### src/rtl/pad_pkg.sv
package pad_pkg;

  localparam int PAD_BITS = 16;
  localparam int BTN_COUNT = 12;
  localparam int BIT_IDX_W = $clog2(PAD_BITS);

  typedef enum logic [1:0] {
    ST_IDLE  = 2'd0,
    ST_LATCH = 2'd1,
    ST_HIGH  = 2'd2,
    ST_LOW   = 2'd3
  } poll_state_e;

  // Host output slot order:
  // 0 A, 1 B, 2 C, 3 D, 4 up, 5 down, 6 left, 7 right,
  // 8 select, 9 start, 10 L, 11 R.
  // Maps a pad stream position to its host slot.
  function automatic int host_slot(input int pad_bit);
    case (pad_bit)
      0:       return 1;   // pad B -> host B
      1:       return 0;   // pad Y -> host A
      2:       return 8;   // select
      3:       return 9;   // start
      8:       return 3;   // pad A -> host D
      9:       return 2;   // pad X -> host C
      default: return pad_bit;
    endcase
  endfunction

endpackage

### src/rtl/pad_rst_sync.sv
module pad_rst_sync (
  input  logic clk,
  input  logic rst_n,
  output logic rst_sync_n
);

  logic [1:0] stage_q;

  always_ff @(posedge clk or negedge rst_n) begin
    if (!rst_n) stage_q <= 2'b00;
    else        stage_q <= {stage_q[0], 1'b1};
  end

  assign rst_sync_n = stage_q[1];

endmodule

### src/rtl/pad_sync.sv
module pad_sync #(
  parameter int STAGES = 2
) (
  input  logic clk,
  input  logic rst_n,
  input  logic din,
  output logic dout
);

  logic [STAGES-1:0] chain_q;
  logic [STAGES-1:0] chain_d;

  always_comb chain_d = {chain_q[STAGES-2:0], din};

  // Resets to 1 so an idle line reads as released.
  always_ff @(posedge clk or negedge rst_n) begin
    if (!rst_n) chain_q <= '1;
    else        chain_q <= chain_d;
  end

  assign dout = chain_q[STAGES-1];

endmodule

### src/rtl/pad_timer.sv
module pad_timer #(
  parameter int CW = 8
) (
  input  logic          clk,
  input  logic          rst_n,
  input  logic          load,
  input  logic [CW-1:0] load_val,
  output logic          zero
);

  logic [CW-1:0] cnt_q;
  logic [CW-1:0] cnt_d;
  logic          cnt_en;

  assign zero = (cnt_q == '0);

  always_comb begin
    cnt_en = load || !zero;
    cnt_d  = load ? load_val : cnt_q - CW'(1);
  end

  always_ff @(posedge clk or negedge rst_n) begin
    if (!rst_n)      cnt_q <= '0;
    else if (cnt_en) cnt_q <= cnt_d;
  end

endmodule

### src/rtl/pad_sequencer.sv
module pad_sequencer
  import pad_pkg::*;
#(
  parameter int LATCH_TICKS = 12,
  parameter int HIGH_TICKS  = 6,
  parameter int LOW_TICKS   = 6,
  parameter int IDLE_TICKS  = 0
) (
  input  logic                 clk,
  input  logic                 rst_n,
  output logic                 latch_o,
  output logic                 pclk_o,
  output logic                 sample_en,
  output logic [BIT_IDX_W-1:0] bit_idx,
  output logic                 done_o
);

  localparam int MAX_A = (LATCH_TICKS > HIGH_TICKS) ? LATCH_TICKS : HIGH_TICKS;
  localparam int MAX_B = (LOW_TICKS > IDLE_TICKS) ? LOW_TICKS : IDLE_TICKS;
  localparam int MAX_T = (MAX_A > MAX_B) ? MAX_A : MAX_B;
  localparam int CW    = (MAX_T < 2) ? 1 : $clog2(MAX_T);
  localparam logic [CW-1:0] LATCH_LD = CW'(LATCH_TICKS - 1);
  localparam logic [CW-1:0] HIGH_LD  = CW'(HIGH_TICKS - 1);
  localparam logic [CW-1:0] LOW_LD   = CW'(LOW_TICKS - 1);
  localparam logic [CW-1:0] IDLE_LD  = CW'((IDLE_TICKS > 0) ? IDLE_TICKS - 1 : 0);
  localparam logic [BIT_IDX_W-1:0] LAST_BIT = BIT_IDX_W'(PAD_BITS - 1);

  poll_state_e          state_q, state_d;
  logic [BIT_IDX_W-1:0] bit_q, bit_d;
  logic                 done_q, done_d;
  logic                 tmr_load;
  logic [CW-1:0]        tmr_val;
  logic                 tmr_zero;

  pad_timer #(.CW(CW)) u_timer (
    .clk      (clk),
    .rst_n    (rst_n),
    .load     (tmr_load),
    .load_val (tmr_val),
    .zero     (tmr_zero)
  );

  always_comb begin
    state_d  = state_q;
    bit_d    = bit_q;
    done_d   = 1'b0;
    tmr_load = 1'b0;
    tmr_val  = LATCH_LD;
    case (state_q)
      ST_IDLE: begin
        if (tmr_zero) begin
          state_d  = ST_LATCH;
          tmr_load = 1'b1;
          tmr_val  = LATCH_LD;
        end
      end
      ST_LATCH: begin
        if (tmr_zero) begin
          state_d  = ST_HIGH;
          tmr_load = 1'b1;
          tmr_val  = HIGH_LD;
        end
      end
      ST_HIGH: begin
        if (tmr_zero) begin
          state_d  = ST_LOW;
          tmr_load = 1'b1;
          tmr_val  = LOW_LD;
        end
      end
      default: begin
        if (tmr_zero) begin
          tmr_load = 1'b1;
          if (bit_q == LAST_BIT) begin
            bit_d  = '0;
            done_d = 1'b1;
            if (IDLE_TICKS == 0) begin
              state_d = ST_LATCH;
              tmr_val = LATCH_LD;
            end else begin
              state_d = ST_IDLE;
              tmr_val = IDLE_LD;
            end
          end else begin
            bit_d   = bit_q + BIT_IDX_W'(1);
            state_d = ST_HIGH;
            tmr_val = HIGH_LD;
          end
        end
      end
    endcase
  end

  always_ff @(posedge clk or negedge rst_n) begin
    if (!rst_n) begin
      state_q <= ST_IDLE;
      bit_q   <= '0;
      done_q  <= 1'b0;
    end else begin
      state_q <= state_d;
      bit_q   <= bit_d;
      done_q  <= done_d;
    end
  end

  assign latch_o   = (state_q == ST_LATCH);
  assign pclk_o    = (state_q != ST_LOW);
  assign sample_en = (state_q == ST_HIGH) && tmr_zero;
  assign bit_idx   = bit_q;
  assign done_o    = done_q;

endmodule

### src/rtl/pad_capture.sv
module pad_capture
  import pad_pkg::*;
(
  input  logic                 clk,
  input  logic                 rst_n,
  input  logic                 sample_en,
  input  logic [BIT_IDX_W-1:0] bit_idx,
  input  logic                 sample_bit,
  output logic [BTN_COUNT-1:0] host_n
);

  for (genvar k = 0; k < BTN_COUNT; k++) begin : g_slot
    localparam int SLOT = host_slot(k);
    logic hit;
    logic lvl_q;

    assign hit = sample_en && (bit_idx == BIT_IDX_W'(k));

    always_ff @(posedge clk or negedge rst_n) begin
      if (!rst_n)   lvl_q <= 1'b1;
      else if (hit) lvl_q <= sample_bit;
    end

    assign host_n[SLOT] = lvl_q;
  end

endmodule

### src/rtl/pad_poller.sv
module pad_poller
  import pad_pkg::*;
#(
  parameter int CLK_FREQ_HZ = 8_000_000,
  parameter int LATCH_US    = 12,
  parameter int HALF_US     = 6,
  parameter int IDLE_US     = 0
) (
  input  logic clk,
  input  logic rst_n,
  input  logic pad_data,
  output logic pad_latch,
  output logic pad_clk,
  output logic btn_a_n,
  output logic btn_b_n,
  output logic btn_c_n,
  output logic btn_d_n,
  output logic btn_up_n,
  output logic btn_down_n,
  output logic btn_left_n,
  output logic btn_right_n,
  output logic btn_select_n,
  output logic btn_start_n,
  output logic btn_l_n,
  output logic btn_r_n,
  output logic poll_done
);

  localparam int TICKS_PER_US = CLK_FREQ_HZ / 1_000_000;
  localparam int LATCH_TICKS  = TICKS_PER_US * LATCH_US;
  localparam int HALF_TICKS   = TICKS_PER_US * HALF_US;
  localparam int IDLE_TICKS   = TICKS_PER_US * IDLE_US;

  logic                 rst_core_n;
  logic                 data_s;
  logic                 sample_en;
  logic [BIT_IDX_W-1:0] bit_idx;
  logic [BTN_COUNT-1:0] host_n;

  pad_rst_sync u_rst (
    .clk        (clk),
    .rst_n      (rst_n),
    .rst_sync_n (rst_core_n)
  );

  pad_sync #(.STAGES(2)) u_sync (
    .clk   (clk),
    .rst_n (rst_core_n),
    .din   (pad_data),
    .dout  (data_s)
  );

  pad_sequencer #(
    .LATCH_TICKS (LATCH_TICKS),
    .HIGH_TICKS  (HALF_TICKS),
    .LOW_TICKS   (HALF_TICKS),
    .IDLE_TICKS  (IDLE_TICKS)
  ) u_seq (
    .clk       (clk),
    .rst_n     (rst_core_n),
    .latch_o   (pad_latch),
    .pclk_o    (pad_clk),
    .sample_en (sample_en),
    .bit_idx   (bit_idx),
    .done_o    (poll_done)
  );

  pad_capture u_cap (
    .clk        (clk),
    .rst_n      (rst_core_n),
    .sample_en  (sample_en),
    .bit_idx    (bit_idx),
    .sample_bit (data_s),
    .host_n     (host_n)
  );

  assign btn_a_n      = host_n[0];
  assign btn_b_n      = host_n[1];
  assign btn_c_n      = host_n[2];
  assign btn_d_n      = host_n[3];
  assign btn_up_n     = host_n[4];
  assign btn_down_n   = host_n[5];
  assign btn_left_n   = host_n[6];
  assign btn_right_n  = host_n[7];
  assign btn_select_n = host_n[8];
  assign btn_start_n  = host_n[9];
  assign btn_l_n      = host_n[10];
  assign btn_r_n      = host_n[11];

endmodule

### config.mk
export PLATFORM = sky130hd
export DESIGN_NAME = pad_poller
export DESIGN_NICKNAME = d
export VERILOG_FILES = /design/src/rtl/pad_pkg.sv /design/src/rtl/pad_rst_sync.sv /design/src/rtl/pad_sync.sv /design/src/rtl/pad_timer.sv /design/src/rtl/pad_sequencer.sv /design/src/rtl/pad_capture.sv /design/src/rtl/pad_poller.sv
export SDC_FILE = /design/constraint.sdc
export NUM_CORES = 1
export LEC_CHECK = 0
export ABC_AREA = 1
export CAP_MARGIN = 20
export CORE_MARGIN = 2
export CORE_UTILIZATION = 30
export CTS_BUF_LIST = sky130_fd_sc_hd__clkbuf_8
export CTS_CLUSTER_SIZE = 12
export DETAILED_ROUTE_END_ITERATION = 8
export PLACE_DENSITY_LB_ADDON = 0.12
export SLEW_MARGIN = 0
export SYNTH_ARGS = -nofsm -noshare
export SYNTH_HDL_FRONTEND = slang
export SYNTH_SLANG_ARGS = --single-unit
### constraint.sdc
create_clock -name clk -period 1.1 [get_ports clk]
set_clock_uncertainty 0.2 [all_clocks]
set_input_delay 0.165 -clock clk [delete_from_list [all_inputs] [get_ports clk]]
set_output_delay 0.165 -clock clk [all_outputs]
set_load 0.03 [all_outputs]
==> impl_metrics.csv <==
group,metric,value,unit
critical_path,path_class,"reg -> reg",
critical_path,arrival,1.59,ns
run_status,outcome,"finished with violations",
critical_path,path_cells,"inv_2 -> ha_4 -> nand2_4 -> nor2_4 -> clkbuf_16 -> o211ai_1 -> nand2_1",
sta,finalHoldViolCount,0,
critical_path,slowest_stage,"dfrtp_1",
clocking,cts.sinks,30,
place,place_inst,299,
critical_path,critical_path.max_stage_delay,0.39,ns
floorplanning,start_util,31.2,%
synth,synth_async_sr_flop_share,100,%
sta,finalMaxSlewViolations,0,
cells_and_area,layout-drive-gt1-share,46.1,%
synth,ys_warn_count,0,
grt,grt_overflow,0,
detailed_routing,dr.pass1.iters,4,
critical_path,end_kind,"register",
synth,synth_top_family_by_area,"simple AND/OR/NAND/NOR gates",
sta,period_needed,1.57,ns
floorplanning,design.core.area,5140,um^2
grt,antenna_found_initial,0,
cells_and_area,nets,269,
detailed_routing,via_per_inst,4.66,
floorplanning,ios,18,
floorplanning,die_h,77.2,um
clocking,cts_buffer_depth,2,
synth,ys_ff_latch,30,
synth,synth_edf_count,0,
clocking,h-tree-depth,2,
detailed_routing,wl_per_cell,12.4,um
power_and_ir_drop,power.leakage,1.18,nW
detailed_routing,drtIter0Drc,57,
cells_and_area,final_cells,326,
detailed_routing,wl,4.04,mm
grt,track_usage,13.8,%
sta,fmax,638,MHz
clocking,path_clk_slew,0.07,ns
synth,synthCells,191,
run_status,violations,"negative setup slack",
synth,synthAdderAreaFrac,8.57,%
clocking,cts_tree,"built",
cells_and_area,syn_to_final_growth,62.0,%
critical_path,start_kind,"register",
cells_and_area,diodes,0,
critical_path,crit_fanout,7,
cells_and_area,fillCellCount,497,
critical_path,critical_path.top_delay_family,"flip-flops",
synth,ys_seq_area_share,47.9,%
detailed_routing,drc,0,
power_and_ir_drop,p_per_area,858,nW/um^2
synth,synthSimpleGateAreaFrac,31.5,%
hold_path,hp-class,"reg -> async",
critical_path,critPathBufInv,2,
place,hpwl,2.56,mm
floorplanning,placementRows,26,
synth,syn-num-nets,205,
sta,setup_violations,40,
critical_path,crit_required,1.12,ns
clocking,clk_latency,0.29,ns
clocking,numCtsBuffers,5,
detailed_routing,via_count,1519,
power_and_ir_drop,finalPower,2.23,mW
grt,grt_pass1_vias,1468,
detailed_routing,drtAntennaViolNets,0,
sta,fin_hold_ws,0.00396,ns
place,gp_congestion,0.867,
synth,synthFlopType,"dfrtp_1",
floorplanning,dieWidth,77.2,um
synth,syn_area_per_cell,8.40,um^2
sta,setup_slack,-0.467,ns
synth,synth_xor_area_share,0.546,%
sta,rsz0062_at_grt,"true",
sta,fin_crit_sh,142,%
synth,netlist_area,1610,um^2
place,io_buffers,17,
place,place_ws,-0.365,ns
run,drv_cap,0,
clocking,cts_root_buf,"clkbuf_8",
grt,grt_pass1_wl,6.55,mm
power_and_ir_drop,irDropWorstVdd,0.648,mV
synth,synthMuxAreaShare,0,%
synth,synth_compound_area_share,3.12,%
grt,grt_max_degree,30,
critical_path,r2r_setup_slack,-0.47,ns
floorplanning,die_area,5950,um^2
synth,netlist-cell-type-count,22,
-- cell usage in the layout (no fill, tap or decap), types with 7 or more instances in the layout --
cell type   n
buf_4      32
buf_6      25
clkbuf_8    8
dfrtp_1    15
dfstp_2    14
ha_4        7
inv_1      14
nand2_1    42
nand3_1    19
nand4_1    16
nor2_1     15
-- where the power goes --
group          total (mW)  leakage, nW  switching, mW  internal (mW)
combinational      0.0354        0.777         0.0221         0.0133
clock                1.07       0.0575          0.438          0.632
sequential           1.13        0.349        0.00893           1.12
total                2.23         1.18          0.469           1.76
-- routing by layer --
| layer | up-vias | track usage, % | routed length (um) |
|---|---|---|---|
| met1 | 729 | 16.5 | 1800 |
| met5 | - | 0 | 0 |
| met2 | 35 | 23.1 | 1990 |
| met4 | 0 | 5.89 | 88 |
| li1 | 744 | - | - |
| met3 | 11 | 3.76 | 158 |
-- Yosys cell counts, drive strengths merged, types with 2 or more instances --
cell type	number	share of area [%]
dfstp	14	23
dfrtp	16	25
nand4	16	6.2
nand3	24	7.5
nor2	20	5.8
buf	6	2.8
clkbuf	2	0.47
inv	21	4.9
ha	11	8.6
nand2	49	12
o21ai	7	2.2
-- state kept, by name, summed over array words and instances, names as in the netlist --
register and flops:
u_seq.done_o 1, u_sync.chain_q 2, u_seq.bit_idx 4, u_seq.u_timer.cnt_q 7, u_cap.g_slot.lvl_q 12, u_rst.stage_q 2
u_seq.state_q 2
-- timing repair --
action	in CTS	in global routing
pin swaps	12	16
hold buffers	1	0
gates cloned	0	3
resized for setup	46	12
endpoints found under the hold margin	2	0
setup endpoints to repair	40	40
setup buffers	16	4
-- logic make-up (layout without fill, tap and decap cells) --
logic type	after synthesis	count (layout)
buf+inv	29	94
flops	30	30
compound gates	9	9
xor+xnor	1	1
other cells	1	1
simple gates	110	110
fa+ha+maj	11	11
-- stage by stage --
step,area [um^2],utilization (%),setup TNS [ns]
after CTS,2460,47.9,-12.69
after detailed placement,2050,39.8,-8.63
final,2600,50.6,-13.21
after floorplan,1660,-,-5.45
after global placement,2050,39.8,-7.99
after global routing,2600,50.6,-15.41
-- worst paths after layout --
check                                  startpoint           endpoint  cells after the start
min in group clk                         pad_data  u_sync.chain_q[0]                      1
max reg2reg                u_seq.u_timer.cnt_q[1]   u_seq.state_q[1]                      7
max                        u_seq.u_timer.cnt_q[1]   u_seq.state_q[1]                      7
min                              u_rst.stage_q[1]   u_seq.bit_idx[1]                      1
max in group asynchronous                   rst_n   u_rst.stage_q[0]                      2
min reg2reg                      u_rst.stage_q[1]   u_seq.bit_idx[1]                      1
-- area by class of cell --
cell class,instances,area [um^2],share of cell area (%)
clock buffer,8,110,4.23
tap,70,87.6,3.37
sequential,30,769,29.6
multi-input combinational,132,882,33.9
inverter,21,83.8,3.22
timing repair buffer,65,667,25.6
No activity file was read; power rests on OpenSTA's default activity.
